<file path="config.mk">
export PLATFORM = sky130hd
export DESIGN_NAME = frame_gate_ctrl
export DESIGN_NICKNAME = d
export VERILOG_FILES = /design/src/rtl/fgc_pkg.sv /design/src/rtl/fgc_csr.sv /design/src/rtl/fgc_skid.sv /design/src/rtl/fgc_gate.sv /design/src/rtl/frame_gate_ctrl.sv
export SDC_FILE = /design/constraint.sdc
export NUM_CORES = 1
export LEC_CHECK = 0
export ABC_AREA = 0
export BUFFER_PORTS_ARGS = -buffer_cell sky130_fd_sc_hd__buf_2
export CAP_MARGIN = 40
export CORE_MARGIN = 5
export CORE_UTILIZATION = 29
export CTS_BUF_LIST = sky130_fd_sc_hd__clkbuf_8
export DETAILED_ROUTE_END_ITERATION = 10
export GPL_ROUTABILITY_DRIVEN = 0
export HOLD_SLACK_MARGIN = 0.03
export MAX_ROUTING_LAYER = met4
export PLACE_DENSITY_LB_ADDON = 0.25
export SLEW_MARGIN = 20
export SYNTH_ARGS = -nofsm -noshare
export SYNTH_HDL_FRONTEND = slang
export SYNTH_SLANG_ARGS = --single-unit
</file>
<file path="constraint.sdc">
create_clock -name clk -period 10.1 [get_ports clk]
set_input_delay 0.505 -clock clk [delete_from_list [all_inputs] [get_ports clk]]
set_output_delay 0.505 -clock clk [all_outputs]
set_load 0.01 [all_outputs]
</file>
<file path="src/rtl/fgc_pkg.sv">
package fgc_pkg;

  localparam int TYPE_W = 4;

  typedef enum logic [1:0] {
    GS_SOP   = 2'd0,
    GS_PASS  = 2'd1,
    GS_FRAME = 2'd2
  } gate_st_t;

  function automatic logic type_is_image(input logic [TYPE_W-1:0] ptype);
    return ptype == '0;
  endfunction

  function automatic logic slot_hit(input int unsigned addr, input int unsigned slot);
    return addr == slot;
  endfunction

endpackage

</file>
<file path="src/rtl/fgc_csr.sv">
module fgc_csr #(
  parameter int ADDR_W    = 3,
  parameter int REG_W     = 32,
  parameter int NPARAM    = 4,
  parameter int CLR_DELAY = 4
) (
  input  logic                    clk,
  input  logic                    rst_n,
  input  logic                    wr_en,
  input  logic                    rd_en,
  input  logic [ADDR_W-1:0]       addr,
  input  logic [REG_W-1:0]        wdata,
  input  logic                    frame_active,
  output logic [REG_W-1:0]        rdata,
  output logic                    rvalid,
  output logic                    go_bit,
  output logic                    init_done,
  output logic [NPARAM*REG_W-1:0] param_bus
);
  import fgc_pkg::*;

  localparam int PBASE = 2;
  localparam int CW    = $clog2(CLR_DELAY + 1);

  logic [CW-1:0]    clr_cnt;
  logic             go_clr;
  logic [REG_W-1:0] prm [NPARAM];
  logic [REG_W-1:0] rd_word;

  assign go_clr = !init_done && (clr_cnt == CW'(CLR_DELAY));

  always_ff @(posedge clk) begin
    if (!rst_n) begin
      clr_cnt   <= '0;
      init_done <= 1'b0;
    end else if (!init_done) begin
      if (go_clr) init_done <= 1'b1;
      else        clr_cnt   <= clr_cnt + 1'b1;
    end
  end

  // run flag has no reset value: the sequencer above clears it
  always_ff @(posedge clk) begin
    if (go_clr)
      go_bit <= 1'b0;
    else if (wr_en && slot_hit(int'(addr), 0))
      go_bit <= wdata[0];
  end

  for (genvar i = 0; i < NPARAM; i++) begin : g_prm
    always_ff @(posedge clk) begin
      if (!rst_n)
        prm[i] <= '0;
      else if (wr_en && slot_hit(int'(addr), PBASE + i))
        prm[i] <= wdata;
    end
    assign param_bus[i*REG_W +: REG_W] = prm[i];
  end

  always_comb begin
    rd_word = '0;
    if (slot_hit(int'(addr), 0))
      rd_word[0] = go_bit;
    else if (slot_hit(int'(addr), 1))
      rd_word[0] = frame_active;
    for (int i = 0; i < NPARAM; i++)
      if (slot_hit(int'(addr), PBASE + i)) rd_word = prm[i];
  end

  always_ff @(posedge clk) begin
    if (!rst_n) begin
      rdata  <= '0;
      rvalid <= 1'b0;
    end else begin
      rvalid <= rd_en;
      if (rd_en) rdata <= rd_word;
    end
  end

endmodule

</file>
<file path="src/rtl/fgc_skid.sv">
module fgc_skid #(
  parameter int W = 26
) (
  input  logic         clk,
  input  logic         rst_n,
  input  logic         enable,
  input  logic [W-1:0] in_word,
  input  logic         in_valid,
  output logic         in_ready,
  output logic [W-1:0] head_word,
  output logic         head_valid,
  input  logic         pop
);
  logic [W-1:0] slot [2];
  logic         wptr, rptr;
  logic [1:0]   count;
  logic         push;

  assign in_ready   = enable && (count != 2'd2);
  assign push       = in_valid && in_ready;
  assign head_valid = (count != 2'd0);
  assign head_word  = slot[rptr];

  always_ff @(posedge clk) begin
    if (push) slot[wptr] <= in_word;
  end

  always_ff @(posedge clk) begin
    if (!rst_n) begin
      wptr  <= 1'b0;
      rptr  <= 1'b0;
      count <= 2'd0;
    end else begin
      if (push) wptr <= ~wptr;
      if (pop)  rptr <= ~rptr;
      count <= count + {1'b0, push} - {1'b0, pop};
    end
  end

endmodule

</file>
<file path="src/rtl/fgc_gate.sv">
module fgc_gate #(
  parameter int PW = 128
) (
  input  logic                      clk,
  input  logic                      rst_n,
  input  logic                      head_valid,
  input  logic                      head_sop,
  input  logic                      head_eop,
  input  logic [fgc_pkg::TYPE_W-1:0] head_type,
  input  logic                      go_bit,
  input  logic                      out_ready,
  input  logic [PW-1:0]             param_bus,
  output logic                      out_valid,
  output logic                      pop,
  output logic                      frame_active,
  output logic                      frame_start,
  output logic                      frame_end,
  output logic [PW-1:0]             param_out
);
  import fgc_pkg::*;

  gate_st_t st, st_nx;
  logic     image_head, pass_ok;

  assign image_head  = head_valid && head_sop && type_is_image(head_type);
  assign frame_start = (st == GS_SOP) && image_head && go_bit;

  always_comb begin
    case (st)
      GS_PASS, GS_FRAME: pass_ok = 1'b1;
      default:           pass_ok = head_valid && !image_head;
    endcase
  end

  assign out_valid    = head_valid && pass_ok;
  assign pop          = out_valid && out_ready;
  assign frame_end    = (st == GS_FRAME) && pop && head_eop;
  assign frame_active = (st == GS_FRAME);

  always_comb begin
    st_nx = st;
    case (st)
      GS_SOP: begin
        if (frame_start)                         st_nx = GS_FRAME;
        else if (pop && head_sop && !head_eop)   st_nx = GS_PASS;
      end
      GS_PASS:  if (pop && head_eop) st_nx = GS_SOP;
      GS_FRAME: if (frame_end)       st_nx = GS_SOP;
      default:                       st_nx = GS_SOP;
    endcase
  end

  always_ff @(posedge clk) begin
    if (!rst_n) begin
      st        <= GS_SOP;
      param_out <= '0;
    end else begin
      st <= st_nx;
      if (frame_start) param_out <= param_bus;
    end
  end

endmodule

</file>
<file path="src/rtl/frame_gate_ctrl.sv">
module frame_gate_ctrl #(
  parameter int DATA_W    = 24,
  parameter int REG_W     = 32,
  parameter int NPARAM    = 4,
  parameter int ADDR_W    = 3,
  parameter int CLR_DELAY = 4
) (
  input  logic                    clk,
  input  logic                    rst_n,
  input  logic                    csr_wr,
  input  logic                    csr_rd,
  input  logic [ADDR_W-1:0]       csr_addr,
  input  logic [REG_W-1:0]        csr_wdata,
  output logic [REG_W-1:0]        csr_rdata,
  output logic                    csr_rvalid,
  input  logic [DATA_W-1:0]       in_data,
  input  logic                    in_sop,
  input  logic                    in_eop,
  input  logic                    in_valid,
  output logic                    in_ready,
  output logic [DATA_W-1:0]       out_data,
  output logic                    out_sop,
  output logic                    out_eop,
  output logic                    out_valid,
  input  logic                    out_ready,
  output logic [NPARAM*REG_W-1:0] param_out
);
  localparam int PW = NPARAM * REG_W;
  localparam int SW = DATA_W + 2;

  // named internal events, observed by the bound checker
  logic          go_bit, init_done;
  logic          frame_active, frame_start, frame_end;
  logic          head_valid, pop;
  logic [SW-1:0] head_word;
  logic [PW-1:0] param_bus;

  fgc_csr #(.ADDR_W(ADDR_W), .REG_W(REG_W), .NPARAM(NPARAM), .CLR_DELAY(CLR_DELAY)) u_csr (
    .clk(clk), .rst_n(rst_n), .wr_en(csr_wr), .rd_en(csr_rd), .addr(csr_addr),
    .wdata(csr_wdata), .frame_active(frame_active), .rdata(csr_rdata),
    .rvalid(csr_rvalid), .go_bit(go_bit), .init_done(init_done), .param_bus(param_bus)
  );

  fgc_skid #(.W(SW)) u_skid (
    .clk(clk), .rst_n(rst_n), .enable(init_done),
    .in_word({in_sop, in_eop, in_data}), .in_valid(in_valid), .in_ready(in_ready),
    .head_word(head_word), .head_valid(head_valid), .pop(pop)
  );

  fgc_gate #(.PW(PW)) u_gate (
    .clk(clk), .rst_n(rst_n), .head_valid(head_valid),
    .head_sop(head_word[SW-1]), .head_eop(head_word[SW-2]),
    .head_type(head_word[fgc_pkg::TYPE_W-1:0]), .go_bit(go_bit),
    .out_ready(out_ready), .param_bus(param_bus), .out_valid(out_valid), .pop(pop),
    .frame_active(frame_active), .frame_start(frame_start), .frame_end(frame_end),
    .param_out(param_out)
  );

  assign out_sop  = head_word[SW-1];
  assign out_eop  = head_word[SW-2];
  assign out_data = head_word[DATA_W-1:0];

endmodule

</file>
==> results.yml, run 1 <==
run_status:
  outcome: "completed"
setup_path:
  max_stage_delay_ns: 0.71
  cp_slowest_cell: "or3_4"
  start_kind: "flip-flop"
  crit_fanout: 68
  worstPathArrival_ns: 3.40
  path_cells: "nor4_4 -> a32oi_1 -> or3_4 -> buf_4 -> nand2_1 -> a21boi_1"
  required_ns: 10.67
  path_class: "flip-flop to flip-flop"
  end_kind: "flip-flop"
synthesis:
  ys.warnings.count: 0
  synth-edff-count: 180
  synth_compound_area_share_pct: 11.86
  synthAdderAreaFrac_pct: 0.6173
  synth_mux_area_share_pct: 6.658
  ys_seq_elements: 353
  netlist_instances: 1190
  synth_top_area_share_pct: 38.10
  synth_top_cell_by_area: "edfxtp_1"
  syn_avg_cell_area_sq_um: 11.92
  ys_top_cells_by_area: "edfxtp_1, dfxtp_1, nand2_1, and2_1, a21boi_1"
  async_flop_share_pct: 0
  ys_types: 43
  ys.flop_type: "edfxtp_1"
  ys_seq_area_share_pct: 62.51
  synth_xor_area_share_pct: 0.2469
  synth-simple-area-share_pct: 14.38
  syn_area_sq_um: 14190
  yosysMostFrequentCell: "nand2_1"
  synth_top_family_by_area: "simple AND/OR/NAND/NOR gates"
  synth_commonest_cells: "nand2_1, edfxtp_1, dfxtp_1"
  syn_nets: 1264
floorplanning:
  start_util_pct: 29.16
  dieArea_sq_um: 53450
  num_rows: 81
  ios: 256
  die_w_microns: 231.2
  die_h_microns: 231.2
  core_area_sq_um: 48650
grt:
  grt_pass1_wl_microns: 61050
  grt_pass1_vias: 10090
  grt_start_max_net_pins: 70
  antenna_found_initial: 3
  track_usage_pct: 15.25
  grt_overflow_total: 0
routing:
  vias: 9779
  drt_wl_total_microns: 40040
  initialDrtViolationCount: 589
  dr.pass1.iters: 6
  post_drt_wl_per_cell_microns: 18.55
  antenna_left: 0
  vias_per_cell: 4.529
  drc: 0
min_path:
  hold_class: "input pin to flip-flop"
final_layout:
  syn_to_final_growth_pct: 25.53
  final_cell_area_sq_um: 17810
  drive_gt1_share_pct: 27.35
  nFillCells: 4878
  nets: 1552
  finish.utilization_pct: 36.61
cts:
  clk_pin_slew_worst_paths_ns: 0.06
  cts_tree: "yes"
  cts_setup_buffers: 0
  root_buffer: "clkbuf_8"
  cts_resized: 0
  clk_latency_ns: 0.63
  clock_path_buffers: 3
  cts.sinks: 353
  htree_levels: 3
  cts_buffers: 67
timing:
  fin_setup_tns_ns: 0
  slew_headroom_pct: 45.66
  worst_slew_pin_slew_ns: 0.8151
  rsz0062_at_grt: "false"
  fin_worst_skew_ns: 0.03549
  finalCritPeriodShare_pct: 28.02
  final-max-slew-violation-count: 0
  fmax_ghz: 0.3533
  hold_viol_final: 0
  timing.final.crit_period_ns: 2.830
  setup-violations-final: 0
run:
  max_cap_violations: 0
placement:
  dp_hpwl_microns: 25930
  place_area_sq_um: 16070
  io_buffers: 255
pwr:
  p_per_area_nw_per_um2: 191.7
  finalPower_mw: 3.414
  total_leakage_power_nw: 7.319
  peakVddDrop_v: 0.0001453
flip-flops by register name, summed over array words and instances, names as in the netlist, 2 cells and up, named ones only:
register / flops
u_gate.st: 2
u_csr.clr_cnt: 3
u_skid.slot: 52
u_gate.param_out: 128
u_skid.count: 2
u_csr.prm: 128
u_csr.rdata: 32
cells in the final DEF, fill, tap and decap left out, types with 5 or more instances in the layout:
| cell type | Yosys | routed |
|---|---|---|
| mux2_2 | 25 | 25 |
| edfxtp_1 | 180 | 180 |
| o211a_1 | 32 | 32 |
| and2_1 | 135 | 135 |
| dlygate4sd3_1 | 0 | 26 |
| diode_2 | 0 | 5 |
| ha_1 | 7 | 7 |
| buf_4 | 11 | 21 |
| a21boi_1 | 112 | 112 |
| o221ai_1 | 32 | 32 |
| dfxtp_1 | 173 | 173 |
| inv_1 | 13 | 32 |
| buf_2 | 9 | 253 |
| nor2_1 | 8 | 5 |
| mux2i_1 | 64 | 64 |
| clkinv_2 | 0 | 8 |
| a21boi_0 | 16 | 16 |
| bufinv_16 | 0 | 5 |
| nand2_1 | 260 | 260 |
| clkbuf_8 | 0 | 84 |
| a21oi_1 | 5 | 5 |
worst paths after layout:
kind | from | cells past startpoint | endpoint | slack, ns
worst max-delay path | flip-flop | 6 | u_gate.param_out[42] | 7.27
worst min-delay path | csr_wdata[16] | 2 | u_csr.prm[1][16] | 0.18
worst max register to register | flip-flop | 6 | u_gate.param_out[42] | 7.27
worst min register to register | u_gate.param_out[109] | 2 | u_gate.param_out[109] | 0.45
cells by family (layout without fill, tap and decap cells):
| group | Yosys count | after routing |
|---|---|---|
| AND/OR/NAND/NOR | 427 | 427 |
| flip-flops | 353 | 353 |
| AO/OA/AOI/OAI | 212 | 212 |
| buffers and inverters | 97 | 439 |
| multiplexers | 90 | 90 |
| adder cells (fa/ha/maj) | 7 | 7 |
| XOR/XNOR | 4 | 4 |
| other | 0 | 5 |
worst max-delay path, delay by kind of cell, from the launching register on:
family	cells	cell delay (ns)
buffers and inverters	1	0.70
AO/OA/AOI/OAI	2	0.55
flip-flops	1	0.50
AND/OR/NAND/NOR	3	0.93
area by class of cell:
type	count	area, sq um	share of cell area (%)
diodes	5	12.51	0.07025
clock buffers	84	1156	6.491
clock inverters	39	307.8	1.728
inverters	13	48.80	0.2740
multi-input cells	740	4878	27.39
flip-flops and latches	353	8869	49.80
well taps	622	778.2	4.370
repair buffers	303	1759	9.878
power breakdown:
group          switching (mW)  internal (mW)  total (mW)
sequential             0.0400           1.57        1.61
combinational           0.164          0.131       0.294
clock                   0.627          0.881        1.51
per-layer routing:
metal | GRT usage [%] | share of wire (%) | up-vias
li1 | - | - | 4769
met1 | 18.97 | 45 | 4729
met2 | 24.19 | 47 | 217
met3 | 4.606 | 6.4 | 64
met4 | 4.532 | 2.1 | 0
met5 | - | 0 | -
metrics by stage:
step                hold WS (ns)  instances  worst slack [ns]
finish                    0.1761       2159             7.270
global route              0.1301       2157             6.924
CTS                       0.1107       2154             7.184
detailed placement        0.4448       2005             7.181
global placement          0.4411       2001             7.123
floorplan                 0.4470       1190             6.134
what timing repair did:
item,CTS,global route
endpoints found under the setup margin,0,0
hold endpoints to repair,52,0
hold buffers,26,0
(Power assumes the default switching activity.)
==> run 2: changes to the inputs <==
--- a/config.mk
+++ b/config.mk
@@ -5,7 +5,7 @@
 export SDC_FILE = /design/constraint.sdc
 export NUM_CORES = 1
 export LEC_CHECK = 0
-export ABC_AREA = 0
+export ABC_AREA = 1
 export BUFFER_PORTS_ARGS = -buffer_cell sky130_fd_sc_hd__buf_2
 export CAP_MARGIN = 40
 export CORE_MARGIN = 5
==> constraint.sdc (replaced) <==
create_clock -name clk -period 2.4 [get_ports clk]
set_input_delay 0.12 -clock clk [delete_from_list [all_inputs] [get_ports clk]]
set_output_delay 0.12 -clock clk [all_outputs]
set_load 0.01 [all_outputs]
==> results.yml, run 2 <==
final_layout:
  final_cell_mix: "nand2_1, buf_2, edfxtp_1, dfxtp_1, nor2_1"
  final_cell_area_sq_um: 17990
  final_common_cell: "nand2_1"
  nFillCells: 4781
  syn_to_final_growth_pct: 28.36
  drive_gt1_share_pct: 35.06
  layout.cells.non_filler: 2340
  top_regs: "u_csr.prm x128, u_gate.param_out x128, u_skid.slot x52"
  nets: 1744
setup_path:
  max_stage_delay_ns: 0.38
  end_kind: "flip-flop"
  crit_fanout: 9
  reg2reg_to: "u_skid.count[1]"
  required_ns: 2.97
  start_kind: "flip-flop"
  path_class: "flip-flop to flip-flop"
  worstPathArrival_ns: 2.68
  reg2regPathDepth: 16
  path_cells: "inv_4 -> nand2_1 -> nand2_1 -> nand2_1 -> nor2_4 -> nand3_2 -> nand2_1 -> inv_1 -> nand2_1 -> inv_1 -> ha_1 -> inv_1 -> ha_1 -> xor2_1 -> o21ai_1 -> a21oi_1"
  cp_top_family: "simple AND/OR/NAND/NOR gates"
  cp_common_cell: "nand2_1"
  r2r_setup_slack_ns: 0.29
  cp_num_buf_inv: 4
  cp_slowest_cell: "dfxtp_4"
synthesis:
  ys_seq_area_share_pct: 63.28
  ys_seq_elements: 353
  syn_area_sq_um: 14010
  netlist_instances: 1332
  synth-edff-count: 180
  ys.warnings.count: 0
  syn_nets: 1406
  synth_top_area_share_pct: 38.57
  synth_top_cell_by_area: "edfxtp_1"
  async_flop_share_pct: 0
  ys_types: 29
  ys_top_cells_by_area: "edfxtp_1, dfxtp_1, nand2_1, a21oi_2, nand2_2"
  yosysMostFrequentCell: "nand2_1"
  ys.flop_type: "edfxtp_1"
  synth_commonest_cells: "nand2_1, edfxtp_1, dfxtp_1"
  syn_avg_cell_area_sq_um: 10.52
timing:
  fin_setup_tns_ns: 0
  rsz0062_at_grt: "false"
  slew_headroom_pct: 56.49
  hold_viol_final: 0
  timing.final.crit_period_ns: 2.113
  fmax_ghz: 0.4732
  finalCritPeriodShare_pct: 88.05
  worst_slack_ns: 0.2867
  final-max-slew-violation-count: 0
  worst_slew_pin_slew_ns: 0.6527
  fin_worst_skew_ns: 0.02838
  setup-violations-final: 0
floorplanning:
  dieArea_sq_um: 52820
  num_rows: 80
  die_h_microns: 229.8
  die_w_microns: 229.8
  ios: 256
  core_area_sq_um: 47750
  start_util_pct: 29.35
placement:
  place_area_sq_um: 16070
  dp.cells: 2156
  dp_hpwl_microns: 28100
  dp_slack_ns: 0.08988
  io_buffers: 255
routing:
  dr.pass1.iters: 5
  vias_per_cell: 4.574
  drt_wl_total_microns: 44180
  antenna_left: 0
  initialDrtViolationCount: 620
  drc: 0
  post_drt_wl_per_cell_microns: 18.88
  vias: 10700
run:
  max_cap_violations: 0
grt:
  grt_overflow_total: 0
  antenna_found_initial: 2
  grt_pass1_vias: 11040
  grt_pass1_wl_microns: 67490
  track_usage_pct: 16.87
  grt_start_max_net_pins: 72
cts:
  clk_pin_slew_worst_paths_ns: 0.06
  root_buffer: "clkbuf_8"
  cts_setup_buffers: 0
  htree_levels: 2
  clock_path_buffers: 3
  cts_buffers: 61
  cts_tree: "yes"
  cts.sinks: 353
  clk_latency_ns: 0.65
min_path:
  hold_class: "input pin to flip-flop"
  min_from: "csr_addr[0]"
  hold_path_depth: 6
  min_to: "u_csr.rdata[6]"
run_status:
  outcome: "completed"
pwr:
  total_leakage_power_nw: 7.112
  p_per_area_nw_per_um2: 787.7
  finalPower_mw: 14.17
  peakVddDrop_v: 0.0003692
[run 2: changes by cell type after synthesis, moves of 64 or more]
| cell | previous run | this run |
|---|---|---|
| a21oi_2 | 0 | 100 |
| nand2_2 | 0 | 103 |
| nand2_1 | 260 | 324 |
| mux2i_1 | 64 | 0 |
| nor2_1 | 8 | 139 |
| a21boi_1 | 112 | 0 |
| and2_1 | 135 | 0 |
[run 2: area by class of cell]
type	instances	area (sq um)	area share (%)
multi-input combinational	833	4454	24.76
timing repair buffer	359	2397	13.33
clock inverter	48	310.3	1.725
clock buffer	68	935.9	5.202
tap	615	769.5	4.277
inverter	62	245.2	1.363
sequential	353	8872	49.32
antenna	2	5.005	0.02782
[run 2: worst max path at each step]
stage | endpoint | slack, ns | depth (start not counted)
2_1_floorplan | u_skid.slot[0][0] | 0.08 | 4
3_3_place_gp | u_skid.count[1] | 0.15 | 15
3_5_place_dp | u_skid.count[1] | 0.09 | 15
4_1_cts | u_skid.count[1] | 0.08 | 15
5_1_grt | u_skid.count[1] | 0.005 | 16
6_report | u_skid.count[1] | 0.29 | 16
[run 2: metal layers]
metal  GRT usage [%]  up-vias  share of wire (%)
met3           3.133       67                5.1
li1                -     5154                  -
met5               -        -                  0
met2           27.40      268                 48
met4           4.278        0                2.0
met1           21.96     5213                 45
[run 2: worst register-to-register path: stages, from the launching register on]
cell     delay (ns)
dfxtp_4        0.38
inv_4          0.09
nand2_1        0.05
nand2_1        0.07
nand2_1        0.09
nor2_4         0.13
nand3_2        0.09
nand2_1        0.07
inv_1          0.05
nand2_1        0.09
inv_1          0.05
ha_1           0.26
inv_1          0.04
ha_1           0.18
xor2_1         0.19
o21ai_1        0.08
a21oi_1        0.14
[run 2: what timing repair did]
action                     in CTS  in global routing
hold endpoints to repair      206                  0
hold buffers                   66                  0
setup endpoints to repair       0                  1
resized for setup               0                  4
[run 2: cell families (layout without fill, tap and decap cells)]
group	Yosys count	in the layout	share of synthesized area, %
AND/OR/NAND/NOR	582	582	17.72
flip-flops	353	353	63.28
AO/OA/AOI/OAI	241	241	12.68
buffers and inverters	146	537	5.508
adder cells (fa/ha/maj)	7	7	0.6249
XOR/XNOR	3	3	0.1875
other	0	2	0
[run 2: power by group]
group / internal [mW] / leakage [nW] / switching [mW]
Combinational: 0.627 / 3.28 / 1.09
Sequential: 6.65 / 3.11 / 0.206
Clock: 3.03 / 0.725 / 2.57
Total: 10.3 / 7.11 / 3.87
[run 2: metrics by stage]
stage / utilization [%] / hold slack (ns)
6_report: 37.68 / 0.1145
5_1_grt: 37.68 / 0.09867
4_1_cts: 37.65 / 0.05547
3_5_place_dp: 33.66 / 0.3145
3_3_place_gp: 33.66 / 0.3100
2_1_floorplan: - / 0.2189
